==> config.mk <==
export PLATFORM = sky130hd
export DESIGN_NAME = ctx_watchdog
export DESIGN_NICKNAME = d
export VERILOG_FILES = /design/src/rtl/wdt_pkg.sv /design/src/rtl/wdt_ctx_regs.sv /design/src/rtl/wdt_counter.sv /design/src/rtl/wdt_status.sv /design/src/rtl/ctx_watchdog.sv
export SDC_FILE = /design/constraint.sdc
export NUM_CORES = 1
export LEC_CHECK = 0
export ABC_AREA = 1
export BUFFER_PORTS_ARGS = -buffer_cell sky130_fd_sc_hd__buf_4
export CAP_MARGIN = 20
export CORE_MARGIN = 2
export CORE_UTILIZATION = 47
export DETAILED_ROUTE_END_ITERATION = 8
export GPL_TIMING_DRIVEN = 1
export PLACE_DENSITY = 0.82
export SYNTH_ARGS = -nofsm -noshare
export SYNTH_HDL_FRONTEND = slang
export SYNTH_SLANG_ARGS = --single-unit
==> constraint.sdc <==
create_clock -name clk -period 1.02 [get_ports clk]
set_input_delay 0.204 -clock clk [delete_from_list [all_inputs] [get_ports clk]]
set_output_delay 0.204 -clock clk [all_outputs]
set_load 0.005 [all_outputs]
==> src/rtl/wdt_pkg.sv <==
package wdt_pkg;
  typedef enum logic [1:0] {
    WDT_REG_ENABLE = 2'd0,
    WDT_REG_THRESH = 2'd1,
    WDT_REG_STATUS = 2'd2
  } wdt_reg_e;
endpackage

==> src/rtl/wdt_ctx_regs.sv <==
module wdt_ctx_regs
  import wdt_pkg::*;
#(
  parameter int CNT_W = 16
) (
  input  logic             clk,
  input  logic             rst_n,
  input  logic             wr_en,
  input  logic [1:0]       wr_addr,
  input  logic [CNT_W-1:0] wr_data,
  input  logic             ctx_switch,
  input  logic             rst_valid,
  input  logic             rst_enable,
  input  logic [CNT_W-1:0] rst_thresh,
  output logic             enable_q,
  output logic [CNT_W-1:0] thresh_q
);
  logic             enable_d;
  logic [CNT_W-1:0] thresh_d;
  logic             load_en;

  always_comb begin
    enable_d = enable_q;
    thresh_d = thresh_q;
    if (ctx_switch) begin
      // switch forces the watchdog off unless restored settings re-arm it
      enable_d = rst_valid ? rst_enable : 1'b0;
      if (rst_valid) thresh_d = rst_thresh;
    end else if (wr_en) begin
      if (wr_addr == WDT_REG_ENABLE) enable_d = wr_data[0];
      if (wr_addr == WDT_REG_THRESH) thresh_d = wr_data;
    end
  end

  assign load_en = ctx_switch | wr_en;

  always_ff @(posedge clk or negedge rst_n) begin
    if (!rst_n) begin
      enable_q <= 1'b0;
      thresh_q <= '0;
    end else if (load_en) begin
      enable_q <= enable_d;
      thresh_q <= thresh_d;
    end
  end
endmodule

==> src/rtl/wdt_counter.sv <==
module wdt_counter #(
  parameter int CNT_W = 16
) (
  input  logic             clk,
  input  logic             rst_n,
  input  logic             ctx_switch,
  input  logic             enable,
  input  logic [CNT_W-1:0] thresh,
  input  logic             tick_en,
  input  logic             engine_idle,
  output logic [CNT_W-1:0] count_q,
  output logic             expire
);
  localparam logic [CNT_W-1:0] ONE = CNT_W'(1);

  logic [CNT_W-1:0] count_d;
  logic             advance;
  logic             cnt_en;

  assign advance = enable && (thresh != '0) && tick_en && !engine_idle
                   && (count_q < thresh) && !ctx_switch;
  assign expire  = advance && ((count_q + ONE) == thresh);
  assign cnt_en  = advance | ctx_switch;

  always_comb begin
    count_d = count_q;
    if (ctx_switch)   count_d = '0;
    else if (advance) count_d = count_q + ONE;
  end

  always_ff @(posedge clk or negedge rst_n) begin
    if (!rst_n)      count_q <= '0;
    else if (cnt_en) count_q <= count_d;
  end
endmodule

==> src/rtl/wdt_status.sv <==
module wdt_status (
  input  logic clk,
  input  logic rst_n,
  input  logic expire,
  input  logic clear,
  output logic status_q,
  output logic irq_q
);
  logic status_d;

  // a new expiry outranks a simultaneous clear
  assign status_d = expire | (status_q & ~clear);

  always_ff @(posedge clk or negedge rst_n) begin
    if (!rst_n) begin
      status_q <= 1'b0;
      irq_q    <= 1'b0;
    end else begin
      status_q <= status_d;
      irq_q    <= expire;
    end
  end
endmodule

==> src/rtl/ctx_watchdog.sv <==
module ctx_watchdog
  import wdt_pkg::*;
#(
  parameter int CNT_W = 16
) (
  input  logic             clk,
  input  logic             rst_n,
  input  logic             tick_en_i,
  input  logic             engine_idle_i,
  input  logic             reg_wr_en_i,
  input  logic [1:0]       reg_wr_addr_i,
  input  logic [CNT_W-1:0] reg_wr_data_i,
  input  logic             ctx_switch_i,
  input  logic             ctx_restore_valid_i,
  input  logic             ctx_restore_enable_i,
  input  logic [CNT_W-1:0] ctx_restore_thresh_i,
  output logic             save_enable_o,
  output logic [CNT_W-1:0] save_thresh_o,
  output logic [CNT_W-1:0] count_o,
  output logic             timeout_status_o,
  output logic             irq_o
);
  logic             rst_meta_n, rst_sync_n;
  logic             enable_w;
  logic [CNT_W-1:0] thresh_w;
  logic             expire_w;
  logic             clear_w;

  // asynchronous assert, synchronous release
  always_ff @(posedge clk or negedge rst_n) begin
    if (!rst_n) begin
      rst_meta_n <= 1'b0;
      rst_sync_n <= 1'b0;
    end else begin
      rst_meta_n <= 1'b1;
      rst_sync_n <= rst_meta_n;
    end
  end

  assign clear_w = reg_wr_en_i && (reg_wr_addr_i == WDT_REG_STATUS) && reg_wr_data_i[0];

  wdt_ctx_regs #(.CNT_W(CNT_W)) u_regs (
    .clk        (clk),
    .rst_n      (rst_sync_n),
    .wr_en      (reg_wr_en_i),
    .wr_addr    (reg_wr_addr_i),
    .wr_data    (reg_wr_data_i),
    .ctx_switch (ctx_switch_i),
    .rst_valid  (ctx_restore_valid_i),
    .rst_enable (ctx_restore_enable_i),
    .rst_thresh (ctx_restore_thresh_i),
    .enable_q   (enable_w),
    .thresh_q   (thresh_w)
  );

  wdt_counter #(.CNT_W(CNT_W)) u_cnt (
    .clk         (clk),
    .rst_n       (rst_sync_n),
    .ctx_switch  (ctx_switch_i),
    .enable      (enable_w),
    .thresh      (thresh_w),
    .tick_en     (tick_en_i),
    .engine_idle (engine_idle_i),
    .count_q     (count_o),
    .expire      (expire_w)
  );

  wdt_status u_stat (
    .clk      (clk),
    .rst_n    (rst_sync_n),
    .expire   (expire_w),
    .clear    (clear_w),
    .status_q (timeout_status_o),
    .irq_q    (irq_o)
  );

  assign save_enable_o = enable_w;
  assign save_thresh_o = thresh_w;
endmodule

==> flow_metrics.py <==
metrics = {
    "synthesis": {
        "synth-edff-count": 0,
        "synth_fa_ha_area_share_pct": 8.16,
        "netlist_area_um2": 2610,
        "synth_top_cell_by_area": "dfrtp_1",
        "synthSimpleGateAreaFrac_pct": 35.8,
        "netlist_instances": 375,
        "yosys-mux-area-fraction_pct": 0,
        "synth_warnings": 0,
        "synth_xor_area_share_pct": 2.74,
        "async_reset_ff_share_pct": 100,
        "ys.flop_type": "dfrtp_1",
        "synth_top_area_share_pct": 35.5,
        "yosys.cell_types.count": 28,
        "syn_area_per_cell_um2": 6.95,
        "synth.net_count": 434,
        "synth_common_cells": "115 x nand2_1, 42 x inv_1, 40 x nand3_1, 40 x nor2_1, 37 x dfrtp_1",
        "yosysMostFrequentCell": "nand2_1",
        "ys_ff_latch": 37,
        "synthTopCellsByArea": "dfrtp_1 36%, nand2_1 17%, ha_1 8.2%",
        "synth_top_family_by_area": "simple AND/OR/NAND/NOR gates",
        "synth_compound_area_share_pct": 9.88,
        "seq_area_frac_synth_pct": 35.5,
    },
    "timing": {
        "fmaxAchievable_mhz": 448,
        "grt_setup_unrepaired": "yes",
        "tns_ns": -26.54,
        "drv_slew": 0,
        "fin_skew_ns": 0.00582,
        "setup_viol": 56,
        "worst_hold_slack_ns": 0.157,
        "min_period_ns": 2.23,
        "period_share_pct": 219,
        "fin_ws_ns": -1.21,
        "finalHoldViolations": 0,
    },
    "floorplan": {
        "coreArea_um2": 5440,
        "row_count": 27,
        "initial_core_util_pct": 47.9,
        "die_w_um": 78.5,
        "dieHeight_um": 78.5,
        "num_io_pins": 77,
        "die_area_um2": 6160,
    },
    "clocking": {
        "cts_root_buf": "clkbuf_8",
        "cts_max_path_buffers": 2,
        "insertion_delay_ns": 0.31,
        "clk_pin_slew_worst_paths_ns": 0.09,
        "tritoncts": "built",
        "cts_made_buffers": 5,
        "htreeDepth": 2,
        "cts.sinks": 37,
    },
    "worst_setup_path": {
        "required_ns": 1.22,
        "cp.arrival_ns": 2.43,
        "crit_type": "reg2reg",
        "crit_slowest_cell": "dfrtp_1",
        "cp_max_fo": 5,
        "r2r_cells": 11,
        "critPathMostFrequentCell": "nand2_1",
        "start_kind": "register",
        "cp_cell_sequence": "inv_1 -> ha_1 -> a21oi_2 -> o21ai_2 -> nand2_1 -> nand3_2 -> nand2_4 -> nand3_4 -> clkinv_4 -> nand2_1 -> o21ai_1",
        "endpoint_kind": "register",
        "max_stage_delay_ns": 0.42,
    },
    "cells_and_area": {
        "n_fill_cell": 236,
        "areaGrowthSynthToFinish_pct": 83.2,
        "finalCoreUtilization_pct": 87.8,
        "fin_cells": 631,
        "final_area_um2": 4780,
        "finalNetCount": 617,
        "drive_gt1_share_pct": 46.7,
        "num_antenna_cells": 0,
    },
    "placement": {
        "numPortBuffers": 76,
        "dp_cells": 593,
        "post-place-ws_ns": -0.867,
        "gp_congestion": 0.928,
        "dp_hpwl_um": 6960,
        "placedInstanceArea_um2": 3920,
    },
    "global_routing": {
        "grt_pass1_wl_um": 20600,
        "grt_pass1_vias": 4039,
        "overflow": 0,
        "antenna_found_initial": 0,
        "grt_util_all_layers_pct": 44.4,
        "grt_max_degree": 36,
    },
    "worst_hold_path": {
        "hold_depth": 3,
        "hold_class": "in2reg",
    },
    "route": {
        "drc": 61,
        "antenna_left": 0,
        "drt_wl_total_um": 16600,
        "drtIter0Drc": 1022,
        "num_vias": 4403,
        "viasPerCell": 6.98,
        "firstDrtPassIters": 9,
        "wire_per_inst_um": 26.4,
    },
    "run_status": {
        "failed_checks": "design-rule violations, negative setup slack",
        "status": "complete, but fails checks",
    },
    "run": {
        "cap_violations": 0,
    },
    "power": {
        "peakVddDrop_uv": 1110,
        "power.total_mw": 5.18,
        "p_per_area_nw_per_um2": 1090,
        "p_leak_nw": 2.38,
    },
}
==> critical path: cells and delay by family, from the launching register on <==
family                   cells  cell delay, ns
AND/OR/NAND/NOR              5            0.55
flip-flops                   1            0.42
AO/OA/AOI/OAI                3            0.57
adder cells (fa/ha/maj)      1            0.36
buffers and inverters        2            0.22
==> flip-flops by register name, summed over array words and instances (netlist names) <==
name	flops
u_cnt.count_q	16
u_regs.enable_q	1
u_regs.thresh_q	16
rst_sync_n	1
u_stat.status_q	1
rst_meta_n	1
u_stat.irq_q	1
==> report_power, final <==
group | switching [mW] | internal, mW | total (mW)
Sequential | 0.122 | 1.58 | 1.70
Combinational | 1.03 | 1.01 | 2.04
Clock | 0.651 | 0.797 | 1.45
Total | 1.80 | 3.38 | 5.18
==> path summary, 6_finish.rpt <==
path / slack (ns) / startpoint / to
worst max-delay path: -1.21 / u_regs.thresh_q[3]$_DFFE_PN0P_ / u_cnt.count_q[3]$_DFFE_PN0P_
worst min-delay path: 0.16 / reg_wr_data_i[1] / u_regs.thresh_q[1]$_DFFE_PN0P_
worst max register to register: -1.21 / u_regs.thresh_q[3]$_DFFE_PN0P_ / u_cnt.count_q[3]$_DFFE_PN0P_
worst min register to register: 0.25 / rst_sync_n$_DFF_PN0_ / u_regs.thresh_q[1]$_DFFE_PN0P_
max in group asynchronous: 0.57 / rst_sync_n$_DFF_PN0_ / u_cnt.count_q[6]$_DFFE_PN0P_
min in group asynchronous: 0.25 / rst_sync_n$_DFF_PN0_ / u_regs.thresh_q[1]$_DFFE_PN0P_
==> cell families (layout without fill, tap and decap cells) <==
logic type / after synthesis / count (layout)
xor+xnor: 5 / 5
buf+inv: 52 / 233
flops: 37 / 37
other cells: 1 / 1
fa+ha+maj: 17 / 17
compound gates: 46 / 46
simple gates: 217 / 220
==> metal layers <==
| metal | wire, um | share of wire [%] | vias up | global-route usage [%] |
|---|---|---|---|---|
| met5 | 46 | 0.28 | - | 0 |
| met4 | 2330 | 14 | 2 | 29.5 |
| met3 | 2420 | 15 | 291 | 13.3 |
| met2 | 6830 | 41 | 595 | 72.9 |
| met1 | 5000 | 30 | 1909 | 49.9 |
| li1 | - | - | 1606 | - |
==> cell usage in the layout, fill, tap and decap left out, types with 5 or more instances in the layout <==
master and count:
buf_6 68, nand4_1 11, dfrtp_2 8, o21ai_2 5, nand2_1 103, inv_1 36, nand2_2 10, nor2_2 7
o21ai_1 12, dfrtp_1 29, buf_4 106, nand3_1 33, ha_4 6, clkbuf_8 6, nor2_4 7, nand3_2 7
a21oi_2 5, nor2_1 30, nand2_4 6, ha_1 11, inv_2 6, a31oi_1 17
==> area by class of cell <==
class,count,area (um2),share of cell area (%)
clock buffers,6,82.6,1.73
repair inverters,1,8.76,0.183
clock inverters,2,37.5,0.786
well taps,72,90.1,1.89
inverters,45,176,3.69
multi-input cells,289,1790,37.5
flip-flops and latches,37,936,19.6
repair buffers,179,1650,34.6
==> what timing repair did <==
action	4_1_cts	5_1_grt
setup endpoints to repair	53	54
hold buffers	1	0
buffers inserted	16	18
hold endpoints to repair	2	0
pin swaps	20	7
resized for setup	113	40
cloned	4	0
No activity file was read; power rests on OpenSTA's default activity.
